<file path="src/rtl/dma_rd_pkg.sv">
package dma_rd_pkg;

    // 32-bit words in one 4 KB host page
    localparam int unsigned PAGE_DW = 1024;

    typedef enum logic [1:0] {
        SEL_DST  = 2'd0,
        SEL_SRC  = 2'd1,
        SEL_SIZE = 2'd2,
        SEL_CTRL = 2'd3
    } reg_sel_e;

    function automatic logic [31:0] min3_u32(input logic [31:0] a,
                                             input logic [31:0] b,
                                             input logic [31:0] c);
        logic [31:0] m;
        m = (a < b) ? a : b;
        return (m < c) ? m : c;
    endfunction

    // words left before the next page boundary
    function automatic logic [31:0] page_room_dw(input logic [9:0] dw_in_page);
        return 32'(PAGE_DW) - {22'd0, dw_in_page};
    endfunction

endpackage

</file>
<file path="src/rtl/dma_rd_regs.sv">
module dma_rd_regs
    import dma_rd_pkg::*;
#(
    parameter int HA_W = 32,
    parameter int LA_W = 16,
    parameter int SZ_W = 20
) (
    input  logic              clk,
    input  logic              rst,
    input  logic              wr_en,
    input  logic [1:0]        wr_addr,
    input  logic [31:0]       wr_data,
    input  logic [1:0]        rd_addr,
    output logic [31:0]       rd_data,
    input  logic              busy,
    output logic [LA_W-1:0]   dst,
    output logic [HA_W-1:0]   src,
    output logic [SZ_W-3:0]   size_dw,
    output logic              start
);

    reg_sel_e wsel;
    reg_sel_e rsel;
    logic     accept;
    logic     unused_bit1;

    logic [LA_W-3:0] dst_q;
    logic [HA_W-3:0] src_q;
    logic [SZ_W-3:0] size_q;

    assign wsel        = reg_sel_e'(wr_addr);
    assign rsel        = reg_sel_e'(rd_addr);
    assign accept      = wr_en && !busy;
    assign unused_bit1 = wr_data[1];

    always_ff @(posedge clk) begin
        if (rst) begin
            dst_q  <= '0;
            src_q  <= '0;
            size_q <= '0;
        end else if (accept) begin
            case (wsel)
                SEL_DST:  dst_q  <= wr_data[LA_W-1:2];
                SEL_SRC:  src_q  <= wr_data[HA_W-1:2];
                SEL_SIZE: size_q <= wr_data[SZ_W-1:2];
                default:  ;
            endcase
        end
    end

    assign start   = accept && (wsel == SEL_CTRL) && wr_data[0];
    assign dst     = {dst_q, 2'b00};
    assign src     = {src_q, 2'b00};
    assign size_dw = size_q;

    always_comb begin
        rd_data = '0;
        case (rsel)
            SEL_DST:  rd_data[LA_W-1:0] = dst;
            SEL_SRC:  rd_data[HA_W-1:0] = src;
            SEL_SIZE: rd_data[SZ_W-1:0] = {size_q, 2'b00};
            SEL_CTRL: rd_data[0]        = busy;
            default:  ;
        endcase
    end

    // configuration frozen while a transfer runs
    a_r3_cfg_frozen: assert property (@(posedge clk) disable iff (rst)
        busy |=> ($stable(dst_q) && $stable(src_q) && $stable(size_q)));

endmodule

</file>
<file path="src/rtl/dma_rd_splitter.sv">
module dma_rd_splitter
    import dma_rd_pkg::*;
#(
    parameter int HA_W   = 32,
    parameter int SZ_W   = 20,
    parameter int MAX_DW = 32,
    parameter int NTAG   = 4,
    localparam int LEN_W = $clog2(MAX_DW) + 1,
    localparam int TAG_W = $clog2(NTAG),
    localparam int DW_W  = SZ_W - 2,
    localparam int CA_W  = HA_W - 2
) (
    input  logic              clk,
    input  logic              rst,
    input  logic              start,
    input  logic [HA_W-1:0]   src,
    input  logic [DW_W-1:0]   size_dw,
    input  logic              tag_avail,
    input  logic [TAG_W-1:0]  free_tag,
    input  logic              req_ready,
    output logic              req_valid,
    output logic [HA_W-1:0]   req_addr,
    output logic [LEN_W-1:0]  req_len,
    output logic [TAG_W-1:0]  req_tag,
    output logic              alloc,
    output logic [DW_W-1:0]   alloc_off,
    output logic [LEN_W-1:0]  alloc_len
);

    logic [CA_W-1:0]  cur_dw;
    logic [DW_W-1:0]  left_dw;
    logic [DW_W-1:0]  off_dw;
    logic             vq;
    logic [CA_W-1:0]  addr_q;
    logic [LEN_W-1:0] len_q;
    logic [TAG_W-1:0] tag_q;
    logic [LEN_W-1:0] chunk;
    logic [1:0]       unused_src_lo;

    assign unused_src_lo = src[1:0];

    // next request: bounded by what is left, the size cap and the page edge
    always_comb begin
        chunk = LEN_W'(min3_u32(32'(left_dw), 32'(MAX_DW),
                                page_room_dw(cur_dw[9:0])));
    end

    assign alloc     = !vq && (left_dw != '0) && tag_avail && !start;
    assign alloc_off = off_dw;
    assign alloc_len = chunk;

    always_ff @(posedge clk) begin
        if (rst) begin
            cur_dw  <= '0;
            left_dw <= '0;
            off_dw  <= '0;
            vq      <= 1'b0;
            addr_q  <= '0;
            len_q   <= '0;
            tag_q   <= '0;
        end else if (start) begin
            cur_dw  <= src[HA_W-1:2];
            left_dw <= size_dw;
            off_dw  <= '0;
            vq      <= 1'b0;
        end else begin
            if (alloc) begin
                vq      <= 1'b1;
                addr_q  <= cur_dw;
                len_q   <= chunk;
                tag_q   <= free_tag;
                cur_dw  <= cur_dw + CA_W'(chunk);
                left_dw <= left_dw - DW_W'(chunk);
                off_dw  <= off_dw + DW_W'(chunk);
            end else if (vq && req_ready) begin
                vq <= 1'b0;
            end
        end
    end

    assign req_valid = vq;
    assign req_addr  = {addr_q, 2'b00};
    assign req_len   = len_q;
    assign req_tag   = tag_q;

    // length within the cap and never zero
    a_r4_len_cap: assert property (@(posedge clk) disable iff (rst)
        req_valid |-> (req_len != '0) && (req_len <= LEN_W'(MAX_DW)));

    // request fields hold while stalled
    a_r4_hold: assert property (@(posedge clk) disable iff (rst)
        (req_valid && !req_ready) |=> (req_valid && $stable(req_addr)
                                       && $stable(req_len) && $stable(req_tag)));

    // no request crosses a page edge
    a_r5_page: assert property (@(posedge clk) disable iff (rst)
        req_valid |-> ((32'(req_addr[11:2]) + 32'(req_len)) <= 32'(PAGE_DW)));

endmodule

</file>
<file path="src/rtl/dma_rd_tags.sv">
module dma_rd_tags #(
    parameter int LA_W   = 16,
    parameter int SZ_W   = 20,
    parameter int MAX_DW = 32,
    parameter int NTAG   = 4,
    localparam int LEN_W = $clog2(MAX_DW) + 1,
    localparam int TAG_W = $clog2(NTAG),
    localparam int DW_W  = SZ_W - 2
) (
    input  logic              clk,
    input  logic              rst,
    input  logic              alloc,
    input  logic [TAG_W-1:0]  alloc_tag,
    input  logic [DW_W-1:0]   alloc_off,
    input  logic [LEN_W-1:0]  alloc_len,
    input  logic              cpl_valid,
    input  logic [TAG_W-1:0]  cpl_tag,
    input  logic [31:0]       cpl_data,
    input  logic [LA_W-1:0]   dst,
    output logic              tag_avail,
    output logic [TAG_W-1:0]  free_tag,
    output logic              beat_acc,
    output logic              ram_we,
    output logic [LA_W-1:0]   ram_addr,
    output logic [31:0]       ram_wdata
);

    typedef struct packed {
        logic             busy;
        logic [DW_W-1:0]  base;
        logic [LEN_W-1:0] left;
        logic [LEN_W-1:0] idx;
    } slot_t;

    slot_t            slot_q [NTAG];
    logic [NTAG-1:0]  busy_vec;
    logic [NTAG-1:0]  hit_alloc;
    logic [NTAG-1:0]  hit_beat;
    logic             we_q;
    logic [LA_W-1:0]  addr_q;
    logic [31:0]      data_q;

    for (genvar g = 0; g < NTAG; g++) begin : g_slot
        assign busy_vec[g]  = slot_q[g].busy;
        assign hit_alloc[g] = alloc && (alloc_tag == TAG_W'(g));
        assign hit_beat[g]  = beat_acc && (cpl_tag == TAG_W'(g));
    end

    assign beat_acc = cpl_valid && busy_vec[cpl_tag];

    // lowest free tag
    always_comb begin
        free_tag  = '0;
        tag_avail = 1'b0;
        for (int i = NTAG - 1; i >= 0; i--) begin
            if (!busy_vec[i]) begin
                free_tag  = TAG_W'(i);
                tag_avail = 1'b1;
            end
        end
    end

    always_ff @(posedge clk) begin
        if (rst) begin
            for (int i = 0; i < NTAG; i++) slot_q[i] <= '0;
            we_q   <= 1'b0;
            addr_q <= '0;
            data_q <= '0;
        end else begin
            for (int i = 0; i < NTAG; i++) begin
                if (hit_alloc[i]) begin
                    slot_q[i].busy <= 1'b1;
                    slot_q[i].base <= alloc_off;
                    slot_q[i].left <= alloc_len;
                    slot_q[i].idx  <= '0;
                end else if (hit_beat[i]) begin
                    slot_q[i].idx  <= slot_q[i].idx + LEN_W'(1);
                    slot_q[i].left <= slot_q[i].left - LEN_W'(1);
                    if (slot_q[i].left == LEN_W'(1)) slot_q[i].busy <= 1'b0;
                end
            end
            we_q <= beat_acc;
            if (beat_acc) begin
                addr_q <= dst + LA_W'({32'(slot_q[cpl_tag].base)
                                       + 32'(slot_q[cpl_tag].idx), 2'b00});
                data_q <= cpl_data;
            end
        end
    end

    assign ram_we    = we_q;
    assign ram_addr  = addr_q;
    assign ram_wdata = data_q;

    // a tag is only handed out when it has nothing outstanding
    a_r7_alloc_free: assert property (@(posedge clk) disable iff (rst)
        alloc |-> !busy_vec[alloc_tag]);

    // a word for an idle tag never reaches RAM
    a_r8_stray_word: assert property (@(posedge clk) disable iff (rst)
        (cpl_valid && !busy_vec[cpl_tag]) |=> !ram_we);

endmodule

</file>
<file path="src/rtl/dma_rd_engine.sv">
module dma_rd_engine
    import dma_rd_pkg::*;
#(
    parameter int HA_W         = 32,
    parameter int LA_W         = 16,
    parameter int SZ_W         = 20,
    parameter int MAX_RD_BYTES = 128,
    parameter int NTAG         = 4
) (
    input  logic                              clk,
    input  logic                              rst,
    input  logic                              reg_wr_en,
    input  logic [1:0]                        reg_wr_addr,
    input  logic [31:0]                       reg_wr_data,
    input  logic [1:0]                        reg_rd_addr,
    output logic [31:0]                       reg_rd_data,
    output logic                              req_valid,
    input  logic                              req_ready,
    output logic [HA_W-1:0]                   req_addr,
    output logic [$clog2(MAX_RD_BYTES/4):0]   req_len,
    output logic [$clog2(NTAG)-1:0]           req_tag,
    input  logic                              cpl_valid,
    input  logic [$clog2(NTAG)-1:0]           cpl_tag,
    input  logic [31:0]                       cpl_data,
    output logic                              ram_we,
    output logic [LA_W-1:0]                   ram_addr,
    output logic [31:0]                       ram_wdata,
    output logic                              irq
);

    localparam int MAX_DW = MAX_RD_BYTES / 4;
    localparam int LEN_W  = $clog2(MAX_DW) + 1;
    localparam int TAG_W  = $clog2(NTAG);
    localparam int DW_W   = SZ_W - 2;

    logic              busy_q;
    logic              irq_q;
    logic [DW_W-1:0]   dw_left;
    logic              start;
    logic [LA_W-1:0]   dst;
    logic [HA_W-1:0]   src;
    logic [DW_W-1:0]   size_dw;
    logic              tag_avail;
    logic [TAG_W-1:0]  free_tag;
    logic              alloc;
    logic [DW_W-1:0]   alloc_off;
    logic [LEN_W-1:0]  alloc_len;
    logic              beat_acc;

    dma_rd_regs #(.HA_W(HA_W), .LA_W(LA_W), .SZ_W(SZ_W)) u_regs (
        .clk     (clk),
        .rst     (rst),
        .wr_en   (reg_wr_en),
        .wr_addr (reg_wr_addr),
        .wr_data (reg_wr_data),
        .rd_addr (reg_rd_addr),
        .rd_data (reg_rd_data),
        .busy    (busy_q),
        .dst     (dst),
        .src     (src),
        .size_dw (size_dw),
        .start   (start)
    );

    dma_rd_splitter #(.HA_W(HA_W), .SZ_W(SZ_W), .MAX_DW(MAX_DW), .NTAG(NTAG)) u_split (
        .clk       (clk),
        .rst       (rst),
        .start     (start),
        .src       (src),
        .size_dw   (size_dw),
        .tag_avail (tag_avail),
        .free_tag  (free_tag),
        .req_ready (req_ready),
        .req_valid (req_valid),
        .req_addr  (req_addr),
        .req_len   (req_len),
        .req_tag   (req_tag),
        .alloc     (alloc),
        .alloc_off (alloc_off),
        .alloc_len (alloc_len)
    );

    dma_rd_tags #(.LA_W(LA_W), .SZ_W(SZ_W), .MAX_DW(MAX_DW), .NTAG(NTAG)) u_tags (
        .clk       (clk),
        .rst       (rst),
        .alloc     (alloc),
        .alloc_tag (free_tag),
        .alloc_off (alloc_off),
        .alloc_len (alloc_len),
        .cpl_valid (cpl_valid),
        .cpl_tag   (cpl_tag),
        .cpl_data  (cpl_data),
        .dst       (dst),
        .tag_avail (tag_avail),
        .free_tag  (free_tag),
        .beat_acc  (beat_acc),
        .ram_we    (ram_we),
        .ram_addr  (ram_addr),
        .ram_wdata (ram_wdata)
    );

    // transfer progress: words still expected from the host
    always_ff @(posedge clk) begin
        if (rst) begin
            busy_q  <= 1'b0;
            irq_q   <= 1'b0;
            dw_left <= '0;
        end else begin
            irq_q <= 1'b0;
            if (start) begin
                busy_q  <= 1'b1;
                dw_left <= size_dw;
            end else if (busy_q && (dw_left == '0)) begin
                busy_q <= 1'b0;
                irq_q  <= 1'b1;
            end else if (beat_acc) begin
                dw_left <= dw_left - DW_W'(1);
            end
        end
    end

    assign irq = irq_q;

    // a start write always leads to busy
    a_r2_start_busy: assert property (@(posedge clk) disable iff (rst)
        start |=> busy_q);

    // interrupt is a single-cycle pulse
    a_r9_irq_pulse: assert property (@(posedge clk) disable iff (rst)
        irq |=> !irq);

    // engine is idle when the interrupt fires
    a_r9_irq_idle: assert property (@(posedge clk) disable iff (rst)
        irq |-> !busy_q);

    // nothing leaves an idle engine
    a_r11_idle_quiet: assert property (@(posedge clk) disable iff (rst)
        (!busy_q && !$past(busy_q)) |-> !req_valid);

endmodule

</file>
<file path="config.mk">
export PLATFORM = sky130hd
export DESIGN_NAME = dma_rd_engine
export DESIGN_NICKNAME = d
export VERILOG_FILES = /design/src/rtl/dma_rd_pkg.sv /design/src/rtl/dma_rd_regs.sv /design/src/rtl/dma_rd_splitter.sv /design/src/rtl/dma_rd_tags.sv /design/src/rtl/dma_rd_engine.sv
export SDC_FILE = /design/constraint.sdc
export NUM_CORES = 1
export LEC_CHECK = 0
export BUFFER_PORTS_ARGS = -buffer_cell sky130_fd_sc_hd__buf_2
export CAP_MARGIN = 0
export CORE_UTILIZATION = 40
export CTS_CLUSTER_DIAMETER = 120
export DETAILED_ROUTE_END_ITERATION = 16
export GPL_TIMING_DRIVEN = 0
export HOLD_SLACK_MARGIN = 0.12
export MAX_ROUTING_LAYER = met4
export PLACE_DENSITY_LB_ADDON = 0.15
export SLEW_MARGIN = 0
export SYNTH_ARGS = -nofsm -noshare
export SYNTH_HDL_FRONTEND = slang
export SYNTH_SLANG_ARGS = --single-unit
</file>
<file path="constraint.sdc">
create_clock -name clk -period 5.6 [get_ports clk]
set_clock_uncertainty 0.1 [all_clocks]
set_input_delay 0.56 -clock clk [delete_from_list [all_inputs] [get_ports clk]]
set_output_delay 0.56 -clock clk [all_outputs]
set_load 0.02 [all_outputs]
</file>
# Word level (Yosys, flattened, before mapping)

Memory sizes are Yosys's and may differ from the RTL's.
Index checks and enable logic that the tools add are counted.

Register bits after elaboration: 236
Memory bits (writable): 124
Input port bits: 75
Output and inout port bits: 123
Word-level logic and storage cells: 224
Memories kept: 1

Add/subtract/negate cells: 15
Magnitude comparators: 3
Equality and inequality tests: 17
Mux-type cells: 106
Bitwise operators: 29
Reduce and logical (&&, ||, !) cells: 37

Memory list:

| memory        | depth | bits a word | rd ports | clocked after memory_dff | wr ports | line              | text |
|---|---|---|---|---|---|---|---|
| u_tags.slot_q | 4     | 31          | 5        | 0                        | 4        | dma_rd_tags.sv:35 | `slot_t slot_q [NTAG];` |

Operator list:

| operator                                                                       | count |
|---|---|
| 18-bit two-way mux                                                             | 10 |
| 6-bit two-way mux                                                              | 17 |
| 1-bit two-way mux                                                              | 68 |
| 30-bit two-way mux                                                             | 2 |
| 15-bit one-hot mux with 3 select lines                                         | 1 |
| 18-bit by 32-bit less-than comparator with 1-bit output                        | 1 |
| 30-bit by 6-bit adder with 30-bit output                                       | 1 |
| 1-bit bitwise OR                                                               | 28 |
| 6-bit by 1-bit adder with 6-bit output (second input constant)                 | 4 |
| 6-bit by 1-bit == test with 1-bit output (second input constant)               | 4 |
| 6-bit by 1-bit subtractor with 6-bit output (second input constant)            | 4 |
| 18-bit by 6-bit adder with 18-bit output                                       | 1 |
| 18-bit zero test                                                               | 1 |
| 18-bit by 6-bit less-than comparator with 1-bit output (second input constant) | 1 |
| 18-bit nonzero test                                                            | 1 |
| 18-bit by 1-bit subtractor with 18-bit output (second input constant)          | 1 |
| 18-bit by 6-bit subtractor with 18-bit output                                  | 1 |
| 1-bit logical AND                                                              | 17 |
| 16-bit adder                                                                   | 1 |
| 2-bit == test (second input constant)                                          | 8 |
| 14-bit by 6-bit adder with 14-bit output                                       | 1 |
| 12-bit two-way mux                                                             | 1 |
| 11-bit by 10-bit subtractor with 12-bit output (first input constant)          | 1 |
| 2-bit AND reduction                                                            | 5 |
| other kinds (13)                                                               | 27 |

# Logic depth before layout (Yosys ltp)

Gate-level depths: netlist (run 1).
An unclocked memory read counts as a cell.

Depth after elaboration: 13
Depth in mapped cells: 24
Mapped depth without buffers: 23

# Cells and area by module

From an unflattened synthesis (run 1), not the netlist that was laid out.

Cell total of the unflattened synthesis: 1914
Area, all modules: 18176.2 um2

By module, submodules not included:

| module          | instances | cells an instance | area an instance (um2) | seq. area each (um2) |
|---|---|---|---|---|
| dma_rd_tags     | 1         | 739               | 7972.6                 | 4224.1 |
| dma_rd_splitter | 1         | 725               | 5941.9                 | 2102.0 |
| dma_rd_regs     | 1         | 308               | 3036.7                 | 1241.2 |
| dma_rd_engine   | 1         | 142               | 1224.9                 | 400.4 |

# Least setup slack after synthesis (run 1)

Ideal clock, no wire load.

Path kind: reg-to-reg
From: reg u_split.cur_dw[2]
To: reg u_split.cur_dw[25]
Arrival time: 4663 ps
Data required time: 5363 ps
Slack: 699 ps
Stages on the path, launching flop included: 21
Path buffers: 1
Cell sequence: dfxtp_1 nor4_1 nand2_1 nor2_1 xor2_1 ha_1 and3_1 a221o_1 a221o_1 a21o_2 mux2i_2 inv_1 ha_1 a21o_1 a21oi_1 o21a_1 buf_1 and4bb_2 nand3_1 xor2_1 a211oi_1

Longest elaborated chain between the ends: 6

RTL lines:

| element                                                 | line                  | text |
|---|---|---|
| from (decl)                                             | dma_rd_splitter.sv:30 | `logic [CA_W-1:0] cur_dw;` |
| from (signal assigned)                                  | dma_rd_splitter.sv:62 | `cur_dw <= src[HA_W-1:2];` |
| from (signal assigned)                                  | dma_rd_splitter.sv:72 | `cur_dw <= cur_dw + CA_W'(chunk);` |
| 11-bit by 10-bit subtractor with 12-bit output          | dma_rd_pkg.sv:23      | `return 32'(PAGE_DW) - {22'd0, dw_in_page};` |
| 18-bit by 32-bit less-than comparator with 1-bit output | dma_rd_pkg.sv:18      | `return (m < c) ? m : c;` |
| 6-bit two-way mux                                       | dma_rd_pkg.sv:18      |  |
| via alloc_len[1]                                        | dma_rd_engine.sv:47   | `logic [LEN_W-1:0] alloc_len;` |
| 30-bit by 6-bit adder with 30-bit output                | dma_rd_splitter.sv:72 |  |
| 30-bit two-way mux                                      | dma_rd_splitter.sv:67 | `if (alloc) begin` |
| 30-bit two-way mux                                      | dma_rd_splitter.sv:61 | `end else if (start) begin` |

The timed path passes the listed nets, and every way through them passes these cells. The select of a mux whose other input is x is not followed.
A chain may end at the register's enable or synchronous reset.

# Worst setup path after layout (run 1)

From: reg u_split.left_dw[10]
To: reg u_split.cur_dw[29]

Longest elaborated chain between the ends: 7

RTL lines:

| element                                                 | line                  | text |
|---|---|---|
| from (decl)                                             | dma_rd_splitter.sv:31 | `logic [DW_W-1:0] left_dw;` |
| from (signal assigned)                                  | dma_rd_splitter.sv:63 | `left_dw <= size_dw;` |
| from (signal assigned)                                  | dma_rd_splitter.sv:73 | `left_dw <= left_dw - DW_W'(chunk);` |
| 18-bit by 6-bit less-than comparator with 1-bit output  | dma_rd_pkg.sv:17      | `m = (a < b) ? a : b;` |
| 18-bit two-way mux (*)                                  | dma_rd_pkg.sv:17      |  |
| 18-bit by 32-bit less-than comparator with 1-bit output | dma_rd_pkg.sv:18      |  |
| 6-bit two-way mux (*)                                   | dma_rd_pkg.sv:18      |  |
| via alloc_len[5]                                        | dma_rd_engine.sv:47   |  |
| 30-bit by 6-bit adder with 30-bit output (*)            | dma_rd_splitter.sv:72 |  |
| 30-bit two-way mux (*)                                  | dma_rd_splitter.sv:67 |  |
| 30-bit two-way mux (*)                                  | dma_rd_splitter.sv:61 |  |

Mark *: on every way through the listed nets, which the timed path passes. The rest lies on a longest branch. The select of a mux whose other input is x is not followed.

==> results.toml, run 1 <==
[status]
status = "completed"

[synthesis]
synth-async-reset-ratio = 0
postSynthRegisterBits = 338
synth_edf_count = 108
syn-instance-count = 1849
ys_seq_area_frac = 0.465
synth_top_flop_cell = "sky130_fd_sc_hd__dfxtp_1"
yosys_warnings = 0
portion_of_synthesized_cell_area_occupied_by_the_leading_cell_type = 0.273
synth_top_area_cell = "sky130_fd_sc_hd__dfxtp_1"
ys_types = 74
total_standard_cell_area_after_synthesis_sq_um = 16900
synth_top_cells_by_area = "sky130_fd_sc_hd__dfxtp_1, sky130_fd_sc_hd__edfxtp_1, sky130_fd_sc_hd__nand2_1, sky130_fd_sc_hd__a21oi_1, sky130_fd_sc_hd__ha_1"
synthesis.area_per_instance_sq_um = 9.13

[global_routing]
global_route.usage.total = 0.251
grt_pass1_wl_mm = 81.6
globalRouteOverflowTotal = 0
grt_max_degree = 15
grt_pass1_vias = 14200
grt_antenna_before_repair = 1

[floorplanning]
die_w_microns = 207
num_io_pins = 198
placeableCoreArea_sq_um = 41200
initial_core_util = 0.410
die_area_sq_um = 43000
std_cell_rows = 74
die_span_y_microns = 207

[critical_path]
worst_endpoint_required_time_ns = 5.89
cp.arrival_ns = 5.64
setup.worst_path.end_class = "flip-flop"
worst-path-max-fanout = 10
critical_path_class = "reg2reg"
worstSetupStartpointType = "flip-flop"

[detailed_routing]
first_pass_iters = 6
wirelength_mm = 52.7
routed_via_density = 5.40
detail_route.wl_per_cell_microns = 19.7
final_antenna_net_count = 0
drc = 0
route.vias.total = 14400
dr.first_iter.drc_count = 974

[sta]
timing_worst_slew_pin_value_ns = 1.08
timing.final.setup_violations = 0
hold_viol_final = 0
setup_total_negative_slack_ns = 0
fin_crit_ns = 5.35
slew-limit-headroom = 0.283
fmax_mhz = 187
period_share = 0.955
timing.final.max_slew_violations = 0

[power_and_ir_drop]
lkg_pwr_nw = 8.01
p_clk_frac = 0.308
share_seq_of_total_power = 0.346
power.share.combinational = 0.346
vdd.ir_drop.worst_mv = 0.240
ratio_of_total_power_to_cell_area_nw_per_um2 = 451
finalPower_mw = 9.12
switchingPower_mw = 3.31
sw_frac_of_total = 0.363
power.internal_mw = 5.81

[clock_network]
cts.root.buffer_cell = "sky130_fd_sc_hd__clkbuf_16"
clock_path_buffers = 3
clk_latency_ns = 0.56
tritoncts = "built"
numClockSinks = 338
clkSlewWorstSetupHoldPaths_ns = 0.06
tritoncts.num_buffers = 40
cts_htree_levels = 2

[place]
port_buffers = 189
place.gp.congestion = 0.937
dp.final_hpwl_mm = 39.6

[cells_and_area]
most-common-layout-cells = "sky130_fd_sc_hd__nand2_1, sky130_fd_sc_hd__dfxtp_1, sky130_fd_sc_hd__a21oi_1, sky130_fd_sc_hd__buf_2, sky130_fd_sc_hd__nor2_1"
final_layout_size_suffix_gt1_frac = 0.157
net_total_in_the_final_layout = 2257
areaGrowthSynthToFinish_pct = 19.8
final_common_cell = "sky130_fd_sc_hd__nand2_1"

[run]
cap_violations = 0

[min_path]
worst_hold_path_type = "in2reg"
==> path summary, 6_finish.rpt <==
| kind | start | to | slack, ns | depth (start not counted) |
|---|---|---|---|---|
| min | cpl_data[7] | u_tags.ram_wdata[7] | 0.14 | 3 |
| max | u_split.left_dw[10] | u_split.cur_dw[29] | 0.25 | 19 |
| max reg2reg | u_split.left_dw[10] | u_split.cur_dw[29] | 0.25 | 19 |
| min reg2reg | u_tags.ram_wdata[8] | u_tags.ram_wdata[8] | 0.35 | 2 |
==> routing by layer <==
layer  up-vias  track usage  share of wire
li1       6991            -              -
met1      7019        0.314           0.44
met4         0       0.0757          0.025
met2       358        0.420           0.49
met5         -            -              0
met3        70       0.0333          0.048
==> sequential cells by signal, summed over array words and instances, names as in the netlist, 18 cells and up <==
| signal | flops |
|---|---|
| u_tags.ram_wdata | 32 |
| u_regs.size_dw | 18 |
| u_split.cur_dw | 30 |
| u_regs.src_q | 30 |
| u_split.addr_q | 30 |
| u_tags.slot_q | 108 |
| u_split.left_dw | 18 |
| dw_left | 18 |
==> power by group through the flow <==
stage	clock network (mW)	registers [mW]	logic (mW)
after floorplan	0	3.18	2.16
after global placement	0	3.18	2.99
after detailed placement	0	3.19	3.03
after CTS	2.85	3.14	3.13
after global routing	2.95	3.19	3.48
final	2.81	3.15	3.16
==> cell usage after synthesis, types with 7 or more instances <==
master and n:
sky130_fd_sc_hd__and3_1 19, sky130_fd_sc_hd__a21oi_1 201, sky130_fd_sc_hd__inv_1 65, sky130_fd_sc_hd__a211oi_1 41, sky130_fd_sc_hd__buf_1 7, sky130_fd_sc_hd__dfxtp_1 230
sky130_fd_sc_hd__and2_1 44, sky130_fd_sc_hd__nor2b_1 8, sky130_fd_sc_hd__nor2_1 156, sky130_fd_sc_hd__or3_1 7, sky130_fd_sc_hd__clkbuf_1 82, sky130_fd_sc_hd__nand3_1 29
sky130_fd_sc_hd__o21bai_1 17, sky130_fd_sc_hd__a222oi_1 14, sky130_fd_sc_hd__edfxtp_1 108, sky130_fd_sc_hd__nand3b_1 12, sky130_fd_sc_hd__buf_4 7, sky130_fd_sc_hd__nor4_1 20
sky130_fd_sc_hd__xnor2_1 84, sky130_fd_sc_hd__a21o_1 15, sky130_fd_sc_hd__mux4_2 21, sky130_fd_sc_hd__o21ai_0 27, sky130_fd_sc_hd__o21a_1 8, sky130_fd_sc_hd__ha_1 66
sky130_fd_sc_hd__o22ai_1 24, sky130_fd_sc_hd__buf_2 10, sky130_fd_sc_hd__o211ai_1 7, sky130_fd_sc_hd__nand4_1 9, sky130_fd_sc_hd__nor3_1 33, sky130_fd_sc_hd__xor2_1 37
sky130_fd_sc_hd__nand2_1 342
==> critical path, cell delays in order, from the launching register on <==
cell                       delay [ns]
sky130_fd_sc_hd__dfxtp_1         0.37
sky130_fd_sc_hd__nor4_2          0.39
sky130_fd_sc_hd__and4_1          0.26
sky130_fd_sc_hd__buf_6           0.16
sky130_fd_sc_hd__inv_1           0.11
sky130_fd_sc_hd__ha_1            0.29
sky130_fd_sc_hd__and3_1          0.15
sky130_fd_sc_hd__a221o_1         0.29
sky130_fd_sc_hd__a221o_1         0.37
sky130_fd_sc_hd__a21o_2          0.30
sky130_fd_sc_hd__mux2i_4         0.44
sky130_fd_sc_hd__inv_1           0.19
sky130_fd_sc_hd__ha_1            0.30
sky130_fd_sc_hd__nor3_1          0.19
sky130_fd_sc_hd__o21a_1          0.19
sky130_fd_sc_hd__buf_1           0.39
sky130_fd_sc_hd__and4bb_2        0.33
sky130_fd_sc_hd__nand3_1         0.11
sky130_fd_sc_hd__xor2_1          0.15
sky130_fd_sc_hd__a211oi_1        0.09
==> timing repair <==
item | 4_1_cts | 5_1_grt
endpoints found under the hold margin | 19 | 0
resized for setup | 6 | 10
buffers inserted | 3 | 0
pin swaps | 1 | 2
hold buffers | 19 | 0
endpoints found under the setup margin | 29 | 28
==> layout make-up <==
class | instances | area [sq um]
Inverter | 66 | 248
Clock buffer | 53 | 1130
Antenna cell | 1 | 2.50
Timing Repair Buffer | 211 | 1160
Clock inverter | 21 | 285
Buffer | 109 | 475
Tap cell | 532 | 666
Fill cell | 3946 | 21000
Sequential cell | 338 | 7850
Multi-Input combinational cell | 1345 | 8420
==> kinds of logic after synthesis <==
kind of cell | Yosys count | share of synthesized area
other cells | 1 | 0.000222
compound gates | 392 | 0.144
mux | 28 | 0.0335
fa+ha+maj | 71 | 0.0548
buf+inv | 175 | 0.0425
simple gates | 723 | 0.197
xor+xnor | 121 | 0.0628
flops | 338 | 0.465
==> metrics by stage <==
stage                     hold WS [ns]   util  cell area (sq um)  instances  setup WS, ns
after global placement           0.340  0.450              18500       2579        -0.582
final                            0.142  0.491              20200       2676         0.255
after floorplan                  0.332      -              16900       1858         0.699
after global routing             0.137  0.491              20200       2676       -0.0190
after CTS                        0.120  0.490              20200       2675      0.000823
after detailed placement         0.346  0.450              18500       2579        -0.628
Note: power is estimated with default switching activity, not from simulation.
==> inputs of run 2 (changes only) <==
- clock period: 5.6 -> 4.4 ns (I/O delays scaled with it)
==> results.toml, run 2 (synthesized netlist as in run 1, its figures left out) <==
[sta]
final_hold_slack_ns = 0.277
timing_worst_slew_pin_value_ns = 1.11
slew-limit-headroom = 0.252
final_worst_slack_ns = -0.351
timing.final.setup_violations = 49
timing.final.max_slew_violations = 0
grt_setup_unrepaired = "true"
fin_crit_ns = 4.75
fmax_mhz = 210
period_share = 1.08
hold_viol_final = 0

[cells_and_area]
areaGrowthSynthToFinish_pct = 31.0
final_core_utilization = 0.537
layout.cells.non_filler = 2779
largest_register = "u_tags.slot_q"
most-common-layout-cells = "sky130_fd_sc_hd__nand2_1, sky130_fd_sc_hd__dfxtp_1, sky130_fd_sc_hd__buf_2"
net_total_in_the_final_layout = 2357
largest_reg_flops = 108
final_common_cell = "sky130_fd_sc_hd__nand2_1"
final_layout_size_suffix_gt1_frac = 0.229

[critical_path]
critical_path_class = "reg2reg"
critical_path.cell_chain = "nor4_1, and4_1, buf_6, inv_2, ha_1, and3_4, a221o_1, a221o_1, a21o_4, mux2i_4, buf_6, ha_4, nor2b_4, o21a_1, o21a_1, o31a_4, nor4b_4, xnor2_1, a21oi_1"
cpPeakStageDelay_ns = 0.43
regToRegSetupSlack_ns = -0.35
critical-path-slowest-cell = "sky130_fd_sc_hd__o31a_4"
worst-path-max-fanout = 7
setup.worst_path.end_class = "flip-flop"
cp.buffers_inverters = 3
reg2reg_depth = 19
path_depth = 19
worstReg2RegStart = "u_split.left_dw[6]"
worst_endpoint_required_time_ns = 4.74
timing.rr.end = "u_split.left_dw[17]"
worstSetupStartpointType = "flip-flop"
path_delay_family = "compound AO/OA/AOI/OAI gates"
cp.arrival_ns = 5.10

[clock_network]
clkSlewWorstSetupHoldPaths_ns = 0.06
cts_htree_levels = 2
numClockSinks = 338
clk_latency_ns = 0.58
tritoncts.num_buffers = 41
clock_path_buffers = 3
tritoncts = "built"
cts.root.buffer_cell = "sky130_fd_sc_hd__clkbuf_16"

[status]
violations = "negative setup slack"
status = "finished, violations left"

[detailed_routing]
detail_route.wl_per_cell_microns = 20.0
drc = 0
routed_via_density = 5.40
final_antenna_net_count = 0
first_pass_iters = 5
wirelength_mm = 55.7
dr.first_iter.drc_count = 999
route.vias.total = 15000

[min_path]
hold_path_depth = 4
min_delay_worst_endpoint = "u_regs.dst_q[4]"
worst_hold_path_type = "in2reg"
worst_hold_startpoint = "reg_wr_addr[1]"

[global_routing]
top_usage_layer = "met2"
globalRouteOverflowTotal = 0
gr-usage-met3 = 0.0415
met1_usage = 0.312
grt_pass1_vias = 14900
grt_pass1_wl_mm = 84.5
grt_antenna_before_repair = 4
use_met2 = 0.434
global_route.usage.total = 0.261
grt_max_degree = 15

[run]
cap_violations = 0

[power_and_ir_drop]
share_seq_of_total_power = 0.306
sw_frac_of_total = 0.372
ratio_of_total_power_to_cell_area_nw_per_um2 = 600
p_clk_frac = 0.269
switchingPower_mw = 4.94
lkg_pwr_nw = 8.75
power.internal_mw = 8.32
power.share.combinational = 0.424
vdd.ir_drop.worst_mv = 0.352

[floorplanning]
num_io_pins = 198
placeableCoreArea_sq_um = 41200
die_w_microns = 207
initial_core_util = 0.410
std_cell_rows = 74
die_area_sq_um = 43000
die_span_y_microns = 207

[place]
dp.final_hpwl_mm = 39.9
place.gp.congestion = 0.964
dpl.cell_count = 2579
port_buffers = 189
dpl_worst_slack_ns = -0.924
## run 2: through the flow
stage | total power, mW | setup TNS, ns | area, sq um
final | 13.3 | -9.30 | 22100
after global routing | 13.9 | -18.00 | 22100
after CTS | 12.6 | -4.91 | 21600
after detailed placement | 8.01 | -35.54 | 18600
after global placement | 7.93 | -31.74 | 18600
after floorplan | 6.88 | -0.00167 | 17000
## run 2: how the worst max path moves through the flow
stage	slack, ns	endpoint	startpoint
2_1_floorplan	-0.001	u_split.cur_dw[25]	u_split.left_dw[13]
3_3_place_gp	-0.86	u_split.cur_dw[18]	u_split.cur_dw[1]
3_5_place_dp	-0.92	u_split.cur_dw[24]	u_split.cur_dw[1]
4_1_cts	-0.24	u_split.left_dw[17]	u_split.cur_dw[2]
5_1_grt	-0.53	u_split.left_dw[15]	u_split.cur_dw[3]
6_report	-0.35	u_split.left_dw[17]	u_split.left_dw[6]
## run 2: per-layer routing
layer | wire length (microns) | share of wire | up-vias
li1 | - | - | 7193
met1 | 23700 | 0.43 | 7242
met4 | 2350 | 0.042 | 0
met2 | 26800 | 0.48 | 444
met3 | 2900 | 0.052 | 114
met5 | 0 | 0 | -
## run 2: layout make-up
type / instances / area [sq um]
sequential: 338 / 7860
clock inverter: 18 / 215
clock buffer: 57 / 1210
tap: 532 / 666
timing repair buffer: 312 / 2130
fill: 3712 / 19100
antenna: 4 / 10.0
inverter: 66 / 258
multi-input combinational: 1345 / 9280
buffer: 107 / 488
## run 2: tightest hold or removal path: stages
cell and delay [ns]:
sky130_fd_sc_hd__buf_2 0.12, sky130_fd_sc_hd__nor3_1 0.18, sky130_fd_sc_hd__nand2_1 0.11, sky130_fd_sc_hd__a21oi_1 0.05
## run 2: what timing repair did
| item | CTS | global route |
|---|---|---|
| buffers inserted | 36 | 27 |
| gates cloned | 1 | 0 |
| hold endpoints to repair | 95 | 0 |
| pin swaps | 87 | 73 |
| hold buffers | 63 | 0 |
| resized for setup | 124 | 87 |
| endpoints found under the setup margin | 54 | 58 |
## run 2: power groups by stage
stage | clock network [mW] | registers (mW) | logic [mW]
after floorplan | 0 | 4.06 | 2.82
after global placement | 0 | 4.05 | 3.87
after detailed placement | 0 | 4.07 | 3.94
after CTS | 3.62 | 4.04 | 4.98
after global routing | 3.75 | 4.11 | 6.05
final | 3.57 | 4.06 | 5.62
==> inputs of run 3 (changes only) <==
--- a/config.mk
+++ b/config.mk
@@ -10,4 +10,5 @@
 export CORE_UTILIZATION = 40
 export CTS_CLUSTER_DIAMETER = 120
+export CTS_CLUSTER_SIZE = 24
 export DETAILED_ROUTE_END_ITERATION = 16
 export GPL_TIMING_DRIVEN = 0
==> constraint.sdc (replaced) <==
create_clock -name clk -period 5.1 [get_ports clk]
set_clock_uncertainty 0.1 [all_clocks]
set_input_delay 0.255 -clock clk [delete_from_list [all_inputs] [get_ports clk]]
set_output_delay 0.255 -clock clk [all_outputs]
set_load 0.02 [all_outputs]
==> results.toml, run 3 (synthesized netlist as in run 1, its figures left out) <==
[global_routing]
grt_pass1_wl_mm = 81.4
grt_antenna_before_repair = 0
grt_max_degree = 26
globalRouteOverflowTotal = 0
global_route.usage.total = 0.248
grt_pass1_vias = 14300

[place]
place.gp.congestion = 0.937
dp.final_hpwl_mm = 39.6
port_buffers = 189
dpl_worst_slack_ns = -1.13

[critical_path]
worst-path-max-fanout = 8
cpPeakStageDelay_ns = 0.45
worstSetupStartpointType = "flip-flop"
path_delay_family = "compound AO/OA/AOI/OAI gates"
critical_path.startpoint = "u_split.left_dw[11]"
critical_path.endpoint = "u_split.cur_dw[8]"
setup.worst_path.end_class = "flip-flop"
worst_endpoint_required_time_ns = 5.47
reg2reg_depth = 20
worstReg2RegStart = "u_split.left_dw[11]"
cp.arrival_ns = 5.26
cp.buffers_inverters = 4
regToRegSetupSlack_ns = 0.21
critical_path.cell_chain = "nor4_4, and4_1, buf_6, inv_1, ha_1, and3_1, a221o_1, a221o_1, a21o_4, mux2_4, inv_1, ha_1, nor2b_1, o21ai_2, a21oi_2, a211oi_4, clkbuf_16, nor3b_1, xnor2_1, a211oi_1"
critical_path_class = "reg2reg"
critical-path-slowest-cell = "sky130_fd_sc_hd__a211oi_4"
timing.rr.end = "u_split.cur_dw[8]"
path_depth = 20

[cells_and_area]
ff_latch_area_sq_um = 7860
largest_register = "u_tags.slot_q"
final_common_cell = "sky130_fd_sc_hd__nand2_1"
fillerInstances = 3958
multiInputGateArea_sq_um = 8500
antenna_cells_inserted = 0
most-common-layout-cells = "sky130_fd_sc_hd__nand2_1, sky130_fd_sc_hd__dfxtp_1, sky130_fd_sc_hd__buf_2"
net_total_in_the_final_layout = 2292
areaGrowthSynthToFinish_pct = 18.5
final_layout_size_suffix_gt1_frac = 0.149
largest_reg_flops = 108

[floorplanning]
placeableCoreArea_sq_um = 41200
die_area_sq_um = 43000
die_w_microns = 207
initial_core_util = 0.410
std_cell_rows = 74
die_span_y_microns = 207
num_io_pins = 198

[clock_network]
clkSlewWorstSetupHoldPaths_ns = 0.11
cts_htree_levels = 1
clk_latency_ns = 0.54
numClockSinks = 338
cts.root.buffer_cell = "sky130_fd_sc_hd__clkbuf_16"
clock_path_buffers = 3
tritoncts.num_buffers = 18
tritoncts = "built"

[sta]
fin_crit_ns = 4.89
timing_worst_slew_pin_value_ns = 1.05
final_worst_slack_ns = 0.211
timing.final.max_slew_violations = 0
setup_total_negative_slack_ns = 0
slew-limit-headroom = 0.300
fmax_mhz = 205
period_share = 0.959
hold_viol_final = 0
timing.final.setup_violations = 0
grt_setup_unrepaired = "true"

[status]
status = "completed"

[detailed_routing]
dr.first_iter.drc_count = 957
first_pass_iters = 9
route.vias.total = 14400
drc = 0
wirelength_mm = 52.6
final_antenna_net_count = 0
detail_route.wl_per_cell_microns = 19.6
routed_via_density = 5.38

[power_and_ir_drop]
vdd.ir_drop.worst_mv = 0.263
finalPower_mw = 8.87
lkg_pwr_nw = 7.86
ratio_of_total_power_to_cell_area_nw_per_um2 = 443

[run]
cap_violations = 0

[min_path]
worst_hold_startpoint = "reg_wr_en"
worst_hold_path_type = "in2reg"
## run 3: changes by cell type in the layout (fill, tap and decap cells not counted), moves of 8 or more
cell | previous run | this run
sky130_fd_sc_hd__a21oi_1 | 187 | 198
sky130_fd_sc_hd__a21oi_2 | 10 | 2
sky130_fd_sc_hd__buf_4 | 49 | 22
sky130_fd_sc_hd__buf_6 | 19 | 3
sky130_fd_sc_hd__clkbuf_16 | 43 | 20
sky130_fd_sc_hd__clkbuf_8 | 8 | 0
sky130_fd_sc_hd__ha_1 | 48 | 66
sky130_fd_sc_hd__ha_4 | 16 | 0
sky130_fd_sc_hd__inv_1 | 55 | 64
sky130_fd_sc_hd__nor4_1 | 4 | 15
sky130_fd_sc_hd__nor4_4 | 13 | 4
sky130_fd_sc_hd__o21ai_0 | 15 | 24
## run 3: repair_timing
item	in CTS	in global routing
hold endpoints to repair	95	0
setup endpoints to repair	48	36
setup buffers	6	9
gates cloned	0	1
pin swaps	4	9
hold buffers	65	0
gates resized for setup	21	21
## run 3: cell type report
class,count,share of cell area
well taps,532,0.0333
plain buffers,107,0.0238
inverters,66,0.0124
multi-input cells,1345,0.425
flip-flops and latches,338,0.393
clock buffers,25,0.0249
repair buffers,270,0.0867
clock inverters,2,0.00125
## run 3: worst min-delay path by stage
stage,end,cells past startpoint
6_report,u_regs.dst_q[4],5
4_1_cts,u_tags.ram_we,3
3_5_place_dp,u_tags.ram_wdata[20],2
5_1_grt,u_tags.ram_we,3
2_1_floorplan,u_regs.src_q[18],2
3_3_place_gp,u_tags.ram_wdata[20],2
## run 3: power breakdown
group          total [mW]  internal [mW]  switching (mW)
clock network        1.63          0.701           0.929
registers            3.48           3.16           0.326
logic                3.76           1.54            2.21
## run 3: metal layers
| metal | global-route usage | vias to the layer above | part of all wire |
|---|---|---|---|
| li1 | - | 7048 | - |
| met1 | 0.314 | 6962 | 0.44 |
| met2 | 0.425 | 373 | 0.49 |
| met3 | 0.0204 | 57 | 0.048 |
| met4 | 0.0636 | 0 | 0.023 |
| met5 | - | - | 0 |
## run 3: worst min-delay path, stage by stage
cell                       delay (ns)
sky130_fd_sc_hd__buf_2           0.11
sky130_fd_sc_hd__nand2b_1        0.09
sky130_fd_sc_hd__nor3_1          0.15
sky130_fd_sc_hd__nand2_1         0.10
sky130_fd_sc_hd__a21oi_1         0.05
## run 3: per-stage QoR
step,hold WS (ns),instance area (sq um),instances,util
2_1_floorplan,0.291,16900,1858,-
3_3_place_gp,0.340,18500,2579,0.450
3_5_place_dp,0.346,18500,2579,0.450
4_1_cts,0.148,19900,2676,0.482
5_1_grt,0.168,20000,2685,0.485
6_report,0.174,20000,2685,0.485
